## config.mk

```make
export PLATFORM = sky130hd
export DESIGN_NAME = dual_reg_xcvr
export DESIGN_NICKNAME = d
export VERILOG_FILES = /design/src/rtl/xcvr_pkg.sv /design/src/rtl/xcvr_strobe_cap.sv /design/src/rtl/xcvr_out_path.sv /design/src/rtl/xcvr_half.sv /design/src/rtl/dual_reg_xcvr.sv
export SDC_FILE = /design/constraint.sdc
export NUM_CORES = 1
export LEC_CHECK = 0
export BUFFER_PORTS_ARGS = -buffer_cell sky130_fd_sc_hd__buf_2
export CORE_UTILIZATION = 45
export CTS_CLUSTER_DIAMETER = 100
export DETAILED_ROUTE_END_ITERATION = 8
export GPL_TIMING_DRIVEN = 0
export HOLD_SLACK_MARGIN = 0.12
export PLACE_DENSITY = 0.79
export RECOVER_POWER = 25
export REMOVE_ABC_BUFFERS = 1
export SYNTH_ARGS = -nofsm -noshare
export SYNTH_HDL_FRONTEND = slang
export SYNTH_SLANG_ARGS = --single-unit
```

## constraint.sdc

```tcl
create_clock -name clk -period 2 [get_ports clk]
set_input_delay 0.1 -clock clk [delete_from_list [all_inputs] [get_ports clk]]
set_output_delay 0.1 -clock clk [all_outputs]
set_load 0.01 [all_outputs]
```

## src/rtl/xcvr_pkg.sv

```systemverilog
package xcvr_pkg;

  // Drive decode for one half: bit 1 enables the B bus, bit 0 the A bus.
  function automatic logic [1:0] drive_sel(input logic en_n, input logic to_b);
    logic [1:0] r;
    r[1] = !en_n && to_b;
    r[0] = !en_n && !to_b;
    return r;
  endfunction

  // A capture fires on a strobe seen high after having been low.
  function automatic logic rise_seen(input logic now_v, input logic last_v);
    return now_v && !last_v;
  endfunction

endpackage

```

## src/rtl/xcvr_strobe_cap.sv

```systemverilog
module xcvr_strobe_cap #(
  parameter int WIDTH = 8
) (
  input  logic             clk,
  input  logic             rst_n,
  input  logic             strobe,
  input  logic [WIDTH-1:0] din,
  output logic [WIDTH-1:0] q,
  output logic             evt
);
  import xcvr_pkg::*;

  logic strobe_q;

  assign evt = rise_seen(strobe, strobe_q);

  always_ff @(posedge clk) begin
    if (!rst_n) begin
      strobe_q <= 1'b0;
      q        <= '0;
    end else begin
      strobe_q <= strobe;
      if (evt) q <= din;
    end
  end
endmodule

```

## src/rtl/xcvr_out_path.sv

```systemverilog
module xcvr_out_path #(
  parameter int WIDTH = 8
) (
  input  logic [WIDTH-1:0] live,
  input  logic [WIDTH-1:0] stored,
  input  logic             use_stored,
  input  logic             drive,
  output logic [WIDTH-1:0] dout,
  output logic [WIDTH-1:0] oe
);
  logic [WIDTH-1:0] picked;

  always_comb begin
    picked = use_stored ? stored : live;
    dout   = drive ? picked : '0;
    oe     = {WIDTH{drive}};
  end
endmodule

```

## src/rtl/xcvr_half.sv

```systemverilog
module xcvr_half #(
  parameter int WIDTH = 8
) (
  input  logic             clk,
  input  logic             rst_n,
  input  logic             oe_n,
  input  logic             dir,
  input  logic             sel_ab,
  input  logic             sel_ba,
  input  logic             cap_ab,
  input  logic             cap_ba,
  input  logic [WIDTH-1:0] a_in,
  input  logic [WIDTH-1:0] b_in,
  output logic [WIDTH-1:0] a_out,
  output logic [WIDTH-1:0] a_oe,
  output logic [WIDTH-1:0] b_out,
  output logic [WIDTH-1:0] b_oe,
  output logic             ab_evt,
  output logic             ba_evt
);
  import xcvr_pkg::*;

  logic [WIDTH-1:0] a_reg_q;
  logic [WIDTH-1:0] b_reg_q;
  logic [1:0]       drv;

  assign drv = drive_sel(oe_n, dir);

  xcvr_strobe_cap #(.WIDTH(WIDTH)) a_cap_i (
    .clk(clk), .rst_n(rst_n), .strobe(cap_ab), .din(a_in),
    .q(a_reg_q), .evt(ab_evt)
  );

  xcvr_strobe_cap #(.WIDTH(WIDTH)) b_cap_i (
    .clk(clk), .rst_n(rst_n), .strobe(cap_ba), .din(b_in),
    .q(b_reg_q), .evt(ba_evt)
  );

  xcvr_out_path #(.WIDTH(WIDTH)) to_b_i (
    .live(a_in), .stored(a_reg_q), .use_stored(sel_ab), .drive(drv[1]),
    .dout(b_out), .oe(b_oe)
  );

  xcvr_out_path #(.WIDTH(WIDTH)) to_a_i (
    .live(b_in), .stored(b_reg_q), .use_stored(sel_ba), .drive(drv[0]),
    .dout(a_out), .oe(a_oe)
  );
endmodule

```

## src/rtl/dual_reg_xcvr.sv

```systemverilog
module dual_reg_xcvr #(
  parameter int HALF_W     = 8,
  parameter int NUM_HALVES = 2,
  localparam int BUS_W     = HALF_W * NUM_HALVES
) (
  input  logic                  clk,
  input  logic                  rst_n,
  input  logic [NUM_HALVES-1:0] oe_n,
  input  logic [NUM_HALVES-1:0] dir,
  input  logic [NUM_HALVES-1:0] sel_ab,
  input  logic [NUM_HALVES-1:0] sel_ba,
  input  logic [NUM_HALVES-1:0] cap_ab,
  input  logic [NUM_HALVES-1:0] cap_ba,
  input  logic [BUS_W-1:0]      a_in,
  output logic [BUS_W-1:0]      a_out,
  output logic [BUS_W-1:0]      a_oe,
  input  logic [BUS_W-1:0]      b_in,
  output logic [BUS_W-1:0]      b_out,
  output logic [BUS_W-1:0]      b_oe
);
  // Capture events per half, brought out by name for the checker.
  logic [NUM_HALVES-1:0] ab_cap_evt;
  logic [NUM_HALVES-1:0] ba_cap_evt;

  for (genvar h = 0; h < NUM_HALVES; h++) begin : g_half
    xcvr_half #(.WIDTH(HALF_W)) half_i (
      .clk(clk), .rst_n(rst_n),
      .oe_n(oe_n[h]), .dir(dir[h]),
      .sel_ab(sel_ab[h]), .sel_ba(sel_ba[h]),
      .cap_ab(cap_ab[h]), .cap_ba(cap_ba[h]),
      .a_in(a_in[h*HALF_W +: HALF_W]), .b_in(b_in[h*HALF_W +: HALF_W]),
      .a_out(a_out[h*HALF_W +: HALF_W]), .a_oe(a_oe[h*HALF_W +: HALF_W]),
      .b_out(b_out[h*HALF_W +: HALF_W]), .b_oe(b_oe[h*HALF_W +: HALF_W]),
      .ab_evt(ab_cap_evt[h]), .ba_evt(ba_cap_evt[h])
    );
  end
endmodule

```

==> impl_metrics.env, run 1 <==
export IMPL_status="finished, final reports clean"
export IMPL_postRouteAntennaNets=0
export IMPL_hpwlAfterDp_um=3040
export IMPL_clk_path_buf_depth=2
export IMPL_htreeDepth=2
export IMPL_initial_core_util_pct=46.7
export IMPL_clk_pin_slew_ps=70
export IMPL_post_route_util_pct=60.9
export IMPL_critPathBufInv=2
export IMPL_syn_avg_cell_area_um2=8.30
export IMPL_synth_area_mm2=0.00219
export IMPL_clk_latency_ps=280
export IMPL_skew_ps=1.55
export IMPL_gp_congestion=0.784
export IMPL_nNetsFinal=410
export IMPL_fill_cells=412
export IMPL_ioPinCount=110
export IMPL_synth_warnings=0
export IMPL_p_per_area_mw_per_mm2=600
export IMPL_drt_iter0_drc=58
export IMPL_layout_commonest_cell="buf_2"
export IMPL_die_w_um=71.8
export IMPL_worstSetupPathType="input pin to flip-flop"
export IMPL_start_kind="input pin"
export IMPL_hold_class="flip-flop to flip-flop"
export IMPL_grt_pass1_wl_um=7440
export IMPL_first_pass_iters=4
export IMPL_cts_sinks=36
export IMPL_num_rows=25
export IMPL_vias=1989
export IMPL_yosysUniqueCellTypes=16
export IMPL_coreArea_mm2=0.00469
export IMPL_max_slew_worst_pin_slew_ps=1220
export IMPL_overflow=0
export IMPL_diodes=0
export IMPL_portBuffers=109
export IMPL_mostFrequentLayoutCells="88 x buf_2, 64 x mux2i_1, 64 x nand2_1"
export IMPL_ir_drop_mv=0.339
export IMPL_worstPathCellList="dlygate4sd3_1 -> buf_2 -> nor2b_1 -> mux2i_1"
export IMPL_min_period_over_period_pct=78.0
export IMPL_yosys_area_top_type_share_pct=32.9
export IMPL_r2r_slack_ps=640
export IMPL_end_kind="flip-flop"
export IMPL_dieHeight_um=71.8
export IMPL_setup_viol=0
export IMPL_hold_path_endpoint="g_half[1].half_i.a_cap_i.q[7]"
export IMPL_reg2reg_to="g_half[0].half_i.a_cap_i.q[2]"
export IMPL_tritoncts="built"
export IMPL_leakage_nw=1.48
export IMPL_relSlewSlack_pct=18.8
export IMPL_antenna_found_initial=0
export IMPL_yosysSeqAreaShare_pct=32.9
export IMPL_rsz0062_at_grt="false"
export IMPL_r2r_cells=2
export IMPL_maxSlewViolCount=0
export IMPL_finalSetupTns_ps=0
export IMPL_syn2layout_area_growth_pct=30.4
export IMPL_finalHoldViolations=0
export IMPL_drive_above_1_share_pct=26.4
export IMPL_cp_slowest_cell="nor2b_1"
export IMPL_synthCells=264
export IMPL_postCtsSetupBuffers=0
export IMPL_synthTopCellsByArea="dfxtp_1 33%, mux2i_1 29%, buf_4 12%"
export IMPL_crit_family="simple AND/OR/NAND/NOR gates"
export IMPL_maxCapViolCount=0
export IMPL_dieArea_mm2=0.00515
export IMPL_fmax_ghz=0.641
export IMPL_grt_max_degree=69
export IMPL_cp_max_fo=8
export IMPL_cts_root_buf="clkbuf_8"
export IMPL_cts_made_buffers=5
export IMPL_cts_resized=0
export IMPL_post_drt_wl_per_cell_um=11.3
export IMPL_arrival_ps=1770
export IMPL_critPathMaxStageDelay_ps=750
export IMPL_power_total_mw=1.71
export IMPL_r2r_start="g_half[0].half_i.a_cap_i.strobe_q"
export IMPL_hold_depth=2
export IMPL_fin_crit_ps=1560
export IMPL_yosysTopAreaCell="dfxtp_1"
export IMPL_required_ps=2210
export IMPL_synth_ff_latch_count=36
export IMPL_grt_total_usage_pct=18.1
export IMPL_drc=0
export IMPL_grt_pass1_vias=1786
export IMPL_viasPerCell=4.76
export IMPL_min_delay_start="g_half[1].half_i.a_cap_i.q[7]"
export IMPL_routed_wl_um=4710
==> layout make-up <==
class	instances	area [um2]	share of cell area, %
Sequential cell	36	721	25.2
Clock buffer	7	96.3	3.37
Multi-Input combinational cell	172	1080	37.7
Tap cell	54	67.6	2.37
Inverter	4	15.0	0.526
Timing Repair Buffer	145	881	30.8
==> where the power goes <==
part / switching [mW] / internal [mW]
logic: 0.192 / 0.192
registers: 0.0204 / 0.762
clock network: 0.241 / 0.307
total: 0.453 / 1.26
==> tightest hold or removal path, delay by kind of cell (launching register included) <==
family | cells | cell delay, ps
and+or+nand+nor | 1 | 50
muxes | 1 | 50
DFF | 1 | 310
==> cell usage after synthesis <==
| cell type | instances |
|---|---|
| buf_4 | 36 |
| buf_6 | 1 |
| dfxtp_1 | 36 |
| nor2_1 | 32 |
| clkbuf_1 | 2 |
| inv_2 | 2 |
| inv_1 | 2 |
| mux2i_1 | 64 |
| buf_2 | 11 |
| nand2b_1 | 2 |
| nand2_1 | 64 |
| buf_12 | 1 |
| and2_1 | 4 |
| buf_8 | 1 |
| nor2b_1 | 4 |
| or2_1 | 2 |
==> layer usage <==
metal  up-vias  wire length, um  share of wire [%]  GRT usage [%]
li1       1002                -                  -              -
met1       909             1980                 42           19.4
met2        70             2430                 52           35.1
met3         8              249                5.3           4.50
met4         0               56                1.2           4.58
met5         -                0                  0              0
==> cell families (layout without fill, tap and decap cells) <==
| family | count (synthesis) | in the layout | synth area share (%) |
|---|---|---|---|
| multiplexers | 64 | 64 | 29.2 |
| flip-flops | 36 | 36 | 32.9 |
| buffers and inverters | 56 | 156 | 18.0 |
| AND/OR/NAND/NOR | 108 | 108 | 19.9 |
==> what timing repair did <==
item	in CTS	in global routing
hold endpoints to repair	36	0
hold buffers	36	0
endpoints found under the setup margin	0	0
==> worst max-delay path by stage <==
stage	endpoint	cells past startpoint	slack, ps	start
after floorplan	g_half[0].half_i.a_cap_i.q[0]	2	870	g_half[0].half_i.a_cap_i.strobe_q
after global placement	g_half[0].half_i.a_cap_i.q[4]	2	700	g_half[0].half_i.a_cap_i.strobe_q
after detailed placement	g_half[1].half_i.b_cap_i.q[0]	2	650	g_half[1].half_i.b_cap_i.strobe_q
after CTS	g_half[1].half_i.b_cap_i.q[0]	4	490	cap_ba[1]
after global routing	g_half[0].half_i.a_cap_i.q[4]	4	380	cap_ab[0]
final	g_half[0].half_i.a_cap_i.q[2]	4	440	cap_ab[0]
==> stage by stage <==
stage	hold WS (ps)	worst slack (ps)	instance area, um2	cells
finish	455	440	2860	418
global route	481	384	2860	418
CTS	462	486	2880	418
detailed placement	316	651	2420	375
global placement	315	697	2420	375
floorplan	222	869	1810	212
==> registers in the layout, summed over array words and instances (netlist names) <==
signal / count
g_half.half_i.b_cap_i.strobe_q: 2
g_half.half_i.a_cap_i.strobe_q: 2
g_half.half_i.b_cap_i.q: 16
g_half.half_i.a_cap_i.q: 16
(Power assumes the default switching activity.)
==> inputs of run 2 (changes only) <==
- CORE_UTILIZATION: 45 -> 41
- PLACE_DENSITY: 0.79 -> 0.76
- clock period: 2 -> 1.4 ns (I/O delays scaled with it)
==> run 2 against run 1 <==
  * Non-clock buffer count did not move
  * Die area grew 9.5%
  * Worst hold slack worse by 150 ps
  * Power rose by 41%
  * Combinational power rose by 42%
  * Wire length is 4.9% lower
  * Count of clock-buffer cells in the layout is 1 lower
  * Sequential cell count stayed put
  * Cell area increased by 1.1%
  * Via count fell by 1.7%
  * Critical endpoint is now a_out[5]
==> impl_metrics.env, run 2 (synthesis gave the netlist of run 1 again) <==
export IMPL_worstPathCellList="dlygate4sd3_1 -> buf_2 -> mux2i_1 -> nor2_1 -> buf_2"
export IMPL_cp_slowest_cell="dlygate4sd3_1"
export IMPL_whs_ps=302
export IMPL_ioPinCount=110
export IMPL_power_total_mw=2.41
export IMPL_critPathMaxStageDelay_ps=530
export IMPL_first_pass_iters=6
export IMPL_r2r_slack_ps=280
export IMPL_layout_commonest_cell="buf_2"
export IMPL_start_kind="input pin"
export IMPL_stdcell_count=435
export IMPL_cp_max_fo=2
export IMPL_crit_top_cell="buf_2"
export IMPL_cts_made_buffers=5
export IMPL_dp_slack_ps=44.5
export IMPL_dieHeight_um=75.1
export IMPL_setup_viol=0
export IMPL_tritoncts="built"
export IMPL_die_w_um=75.1
export IMPL_clk_latency_ps=280
export IMPL_maxCapViolCount=0
export IMPL_fin_area_mm2=0.00289
export IMPL_postCtsSetupBuffers=0
export IMPL_vias=1956
export IMPL_dieArea_mm2=0.00564
export IMPL_ir_drop_mv=0.451
export IMPL_overflow=0
export IMPL_maxSlewViolCount=0
export IMPL_grt_pass1_wl_um=6890
export IMPL_skew_ps=4.94
export IMPL_reg_top3="g_half.half_i.a_cap_i.q x16, g_half.half_i.b_cap_i.q x16"
export IMPL_grt_total_usage_pct=15.6
export IMPL_status="finished, final reports clean"
export IMPL_clk_pin_slew_ps=70
export IMPL_leakage_nw=1.49
export IMPL_num_rows=26
export IMPL_clk_path_buf_depth=2
export IMPL_viasPerCell=4.50
export IMPL_cts_sinks=36
export IMPL_arrival_ps=1100
export IMPL_nNetsFinal=410
export IMPL_drive_above_1_share_pct=28.5
export IMPL_portBuffers=109
export IMPL_fmax_ghz=0.857
export IMPL_crit_family="buffers and inverters"
export IMPL_hold_class="input pin to flip-flop"
export IMPL_postRouteAntennaNets=0
export IMPL_syn2layout_area_growth_pct=31.8
export IMPL_min_period_over_period_pct=83.3
export IMPL_dp_cells=391
export IMPL_placed_cell_area_mm2=0.00244
export IMPL_finalHoldViolations=0
export IMPL_fin_crit_ps=1170
export IMPL_initial_core_util_pct=42.6
export IMPL_diodes=0
export IMPL_drc=0
export IMPL_worstSetupPathType="input pin to output port"
export IMPL_post_route_util_pct=56.2
export IMPL_setup_ws_ps=234
export IMPL_antenna_found_initial=0
export IMPL_end_kind="output port"
export IMPL_finalSetupTns_ps=0
export IMPL_coreArea_mm2=0.00514
export IMPL_relSlewSlack_pct=20.7
export IMPL_grt_max_degree=69
export IMPL_critPathBufInv=3
export IMPL_htreeDepth=2
export IMPL_mostFrequentLayoutCells="91 x buf_2, 64 x mux2i_1, 64 x nand2_1"
export IMPL_routed_wl_um=4480
export IMPL_grt_pass1_vias=1699
export IMPL_rsz0062_at_grt="false"
export IMPL_max_slew_worst_pin_slew_ps=1190
export IMPL_hpwlAfterDp_um=2960
export IMPL_gp_congestion=0.714
export IMPL_drt_iter0_drc=60
export IMPL_cts_root_buf="clkbuf_8"
export IMPL_post_drt_wl_per_cell_um=10.3
export IMPL_required_ps=1330
export IMPL_p_per_area_mw_per_mm2=835
run 2: cell type report:
cell class	count	area, um2
fillers	496	2250
multi-input cells	172	1090
inverters	4	15.0
well taps	70	87.6
clock buffers	6	82.6
repair buffers	145	885
flip-flops and latches	36	721
clock inverters	2	10.0
run 2: routing by layer:
metal | track usage [%] | vias to the layer above | wire length [um]
met5 | 0 | - | 0
met4 | 3.77 | 0 | 27
met3 | 4.28 | 4 | 245
met2 | 29.3 | 67 | 2280
met1 | 17.4 | 881 | 1930
li1 | - | 1004 | -
run 2: tightest hold or removal path: stages:
cell and delay (ps):
buf_2 100, nor2b_2 230, mux2i_1 130
run 2: worst paths after layout:
kind                                                   startpoint                            end  cells after the start
worst min register to register      g_half[0].half_i.b_cap_i.q[4]  g_half[0].half_i.b_cap_i.q[4]                      2
worst min-delay path                                    cap_ab[0]  g_half[0].half_i.a_cap_i.q[4]                      3
worst max-delay path                                      b_in[5]                       a_out[5]                      5
worst max register to register  g_half[0].half_i.b_cap_i.strobe_q  g_half[0].half_i.b_cap_i.q[5]                      2
run 2: power breakdown:
group	switching, mW	internal, mW
registers	0.0310	1.09
clock network	0.352	0.392
logic	0.271	0.276
run 2: what timing repair did:
action                                 CTS  global route
hold buffers                            36             0
endpoints found under the hold margin   36             0
gates resized for setup                  0             4
setup endpoints to repair                0            18
==> inputs of run 3 (changes only) <==
- CORE_UTILIZATION: 41 -> 45
- PLACE_DENSITY: 0.76 -> 0.79
- clock period: 1.4 -> 1.1 ns (I/O delays scaled with it)
==> run 3 against run 2 <==
  * Sequential share of layout area up 1.1 points
  * Clock skew is 3.3 ps lower
  * Via count shrank 3.6%
  * Setup slack got worse by 180 ps
  * Wire length up 0.31%
  * Count of clock-buffer cells in the layout grew 1
  * Sequential cell count unchanged
  * Power grew 28%
  * Global-route usage rose by 2.4 points
  * Final cell count down 9.9%
  * First-iteration DRC count is 18% higher
  * Combinational power grew 22%
==> impl_metrics.env, run 3 (synthesis gave the netlist of run 1 again) <==
export IMPL_status="finished, final reports clean"
export IMPL_setup_viol=0
export IMPL_drt_iter0_drc=71
export IMPL_postRouteAntennaNets=0
export IMPL_post_drt_wl_per_cell_um=11.5
export IMPL_cellInternalPower_mw=2.27
export IMPL_whs_ps=213
export IMPL_maxCapViolCount=0
export IMPL_ioPinCount=110
export IMPL_seq_area_um2=721
export IMPL_mostFrequentLayoutCells="68 x buf_2, 64 x mux2i_1, 64 x nand2_1"
export IMPL_switching_share_pct=26.4
export IMPL_gp_congestion=0.784
export IMPL_die_w_um=71.8
export IMPL_rsz0062_at_grt="false"
export IMPL_finalHoldViolations=0
export IMPL_seq_power_share_pct=46.2
export IMPL_p_per_area_mw_per_mm2=1110
export IMPL_p_comb_share_pct=21.6
export IMPL_r2r_cells=2
export IMPL_drive_above_1_share_pct=23.7
export IMPL_min_period_over_period_pct=94.7
export IMPL_antenna_found_initial=0
export IMPL_dp_cells=375
export IMPL_num_rows=25
export IMPL_crit_start="a_in[8]"
export IMPL_post_route_util_pct=59.0
export IMPL_start_kind="input pin"
export IMPL_r2r_start="g_half[1].half_i.a_cap_i.strobe_q"
export IMPL_overflow=0
export IMPL_first_pass_iters=4
export IMPL_clk_path_buf_depth=2
export IMPL_drc=0
export IMPL_dp_slack_ps=-249
export IMPL_max_slew_worst_pin_slew_ps=664
export IMPL_end_kind="output port"
export IMPL_worstSetupPathType="input pin to output port"
export IMPL_grt_pass1_vias=1760
export IMPL_maxSlewViolCount=0
export IMPL_tritoncts="built"
export IMPL_viasPerCell=4.81
export IMPL_cts_sinks=36
export IMPL_cts_root_buf="clkbuf_8"
export IMPL_required_ps=1040
export IMPL_clk_latency_ps=280
export IMPL_power_total_mw=3.09
export IMPL_nNetsFinal=384
export IMPL_fin_crit_ps=1040
export IMPL_power_switching_mw=0.814
export IMPL_setup_ws_ps=58.3
export IMPL_clk_pin_slew_ps=70
export IMPL_coreArea_mm2=0.00469
export IMPL_routed_wl_um=4500
export IMPL_portBuffers=109
export IMPL_dieHeight_um=71.8
export IMPL_grt_pass1_wl_um=7450
export IMPL_hold_path_endpoint="g_half[1].half_i.a_cap_i.q[7]"
export IMPL_arrival_ps=990
export IMPL_fmax_ghz=0.960
export IMPL_multiInputGateArea_mm2=0.00111
export IMPL_cts_made_buffers=5
export IMPL_hold_class="input pin to flip-flop"
export IMPL_diodes=0
export IMPL_reg_top3="g_half.half_i.a_cap_i.q x16, g_half.half_i.b_cap_i.q x16"
export IMPL_min_delay_start="cap_ab[1]"
export IMPL_ir_drop_mv=0.609
export IMPL_cp_max_fo=2
export IMPL_relSlewSlack_pct=55.7
export IMPL_fill_cells=424
export IMPL_vias=1886
export IMPL_grt_total_usage_pct=18.1
export IMPL_stdcell_count=392
export IMPL_hpwlAfterDp_um=3040
export IMPL_layout_commonest_cell="buf_2"
export IMPL_syn2layout_area_growth_pct=26.4
export IMPL_grt_max_degree=69
export IMPL_r2r_slack_ps=190
export IMPL_initial_core_util_pct=46.7
export IMPL_skew_ps=1.65
export IMPL_htreeDepth=2
export IMPL_reg2reg_to="g_half[1].half_i.a_cap_i.q[4]"
export IMPL_leakage_nw=1.43
export IMPL_hold_depth=3
export IMPL_dieArea_mm2=0.00515
export IMPL_pwr_share_clk_pct=32.1
==> run 3: cell count changes in the layout (fill, tap and decap cells not counted), sizes merged <==
cell and delta:
buf -23, clkbuf -2, clkinv -2, dlygate4sd3 -1, dlymetal6s4s +1
==> run 3: area by class of cell <==
class | count | share of cell area, %
multi-input cells | 172 | 39.9
clock buffers | 7 | 3.48
flip-flops and latches | 36 | 26.0
well taps | 54 | 2.44
repair buffers | 119 | 27.6
inverters | 4 | 0.542
==> run 3: what timing repair did <==
item / 4_1_cts / 5_1_grt
pin swaps: 0 / 5
setup buffers: 0 / 0
endpoints found under the setup margin: 32 / 56
endpoints found under the hold margin: 36 / 0
hold buffers: 36 / 0
resized for setup: 4 / 6
==> run 3: how the worst max path moves through the flow <==
stage	to	slack [ps]	cells after the start
after floorplan	g_half[0].half_i.a_cap_i.q[0]	-30	2
after global placement	g_half[0].half_i.a_cap_i.q[4]	-200	2
after detailed placement	g_half[1].half_i.b_cap_i.q[0]	-250	2
after CTS	a_out[7]	5	5
after global routing	a_out[2]	10	4
final	b_out[8]	60	4
==> run 3: per-layer routing <==
metal,track usage (%),vias to the layer above,share of wire (%)
met4,3.27,0,0.60
met5,0,-,0
met1,20.1,871,43
met2,34.8,59,52
met3,4.36,4,4.7
li1,-,952,-
==> run 3: power by group through the flow <==
stage	Clock, mW	Sequential (mW)	Combinational, mW
after detailed placement	0	1.45	0.608
after global routing	1.11	1.44	0.739
final	0.991	1.43	0.668
after CTS	1.05	1.42	0.708
after global placement	0	1.45	0.592
after floorplan	0	1.44	0.328
==> run 3: worst max-delay path, cell delays in order <==
cell	delay, ps
dlygate4sd3_1	560
mux2i_1	140
nor2_1	70
buf_2	150
==> run 3: metrics by stage <==
stage / instance area (um2) / setup TNS, ps
3_3_place_gp: 2420 / -6360
6_report: 2770 / 0
5_1_grt: 2770 / 0
3_5_place_dp: 2420 / -6970
2_1_floorplan: 1810 / -1000
4_1_cts: 2890 / 0
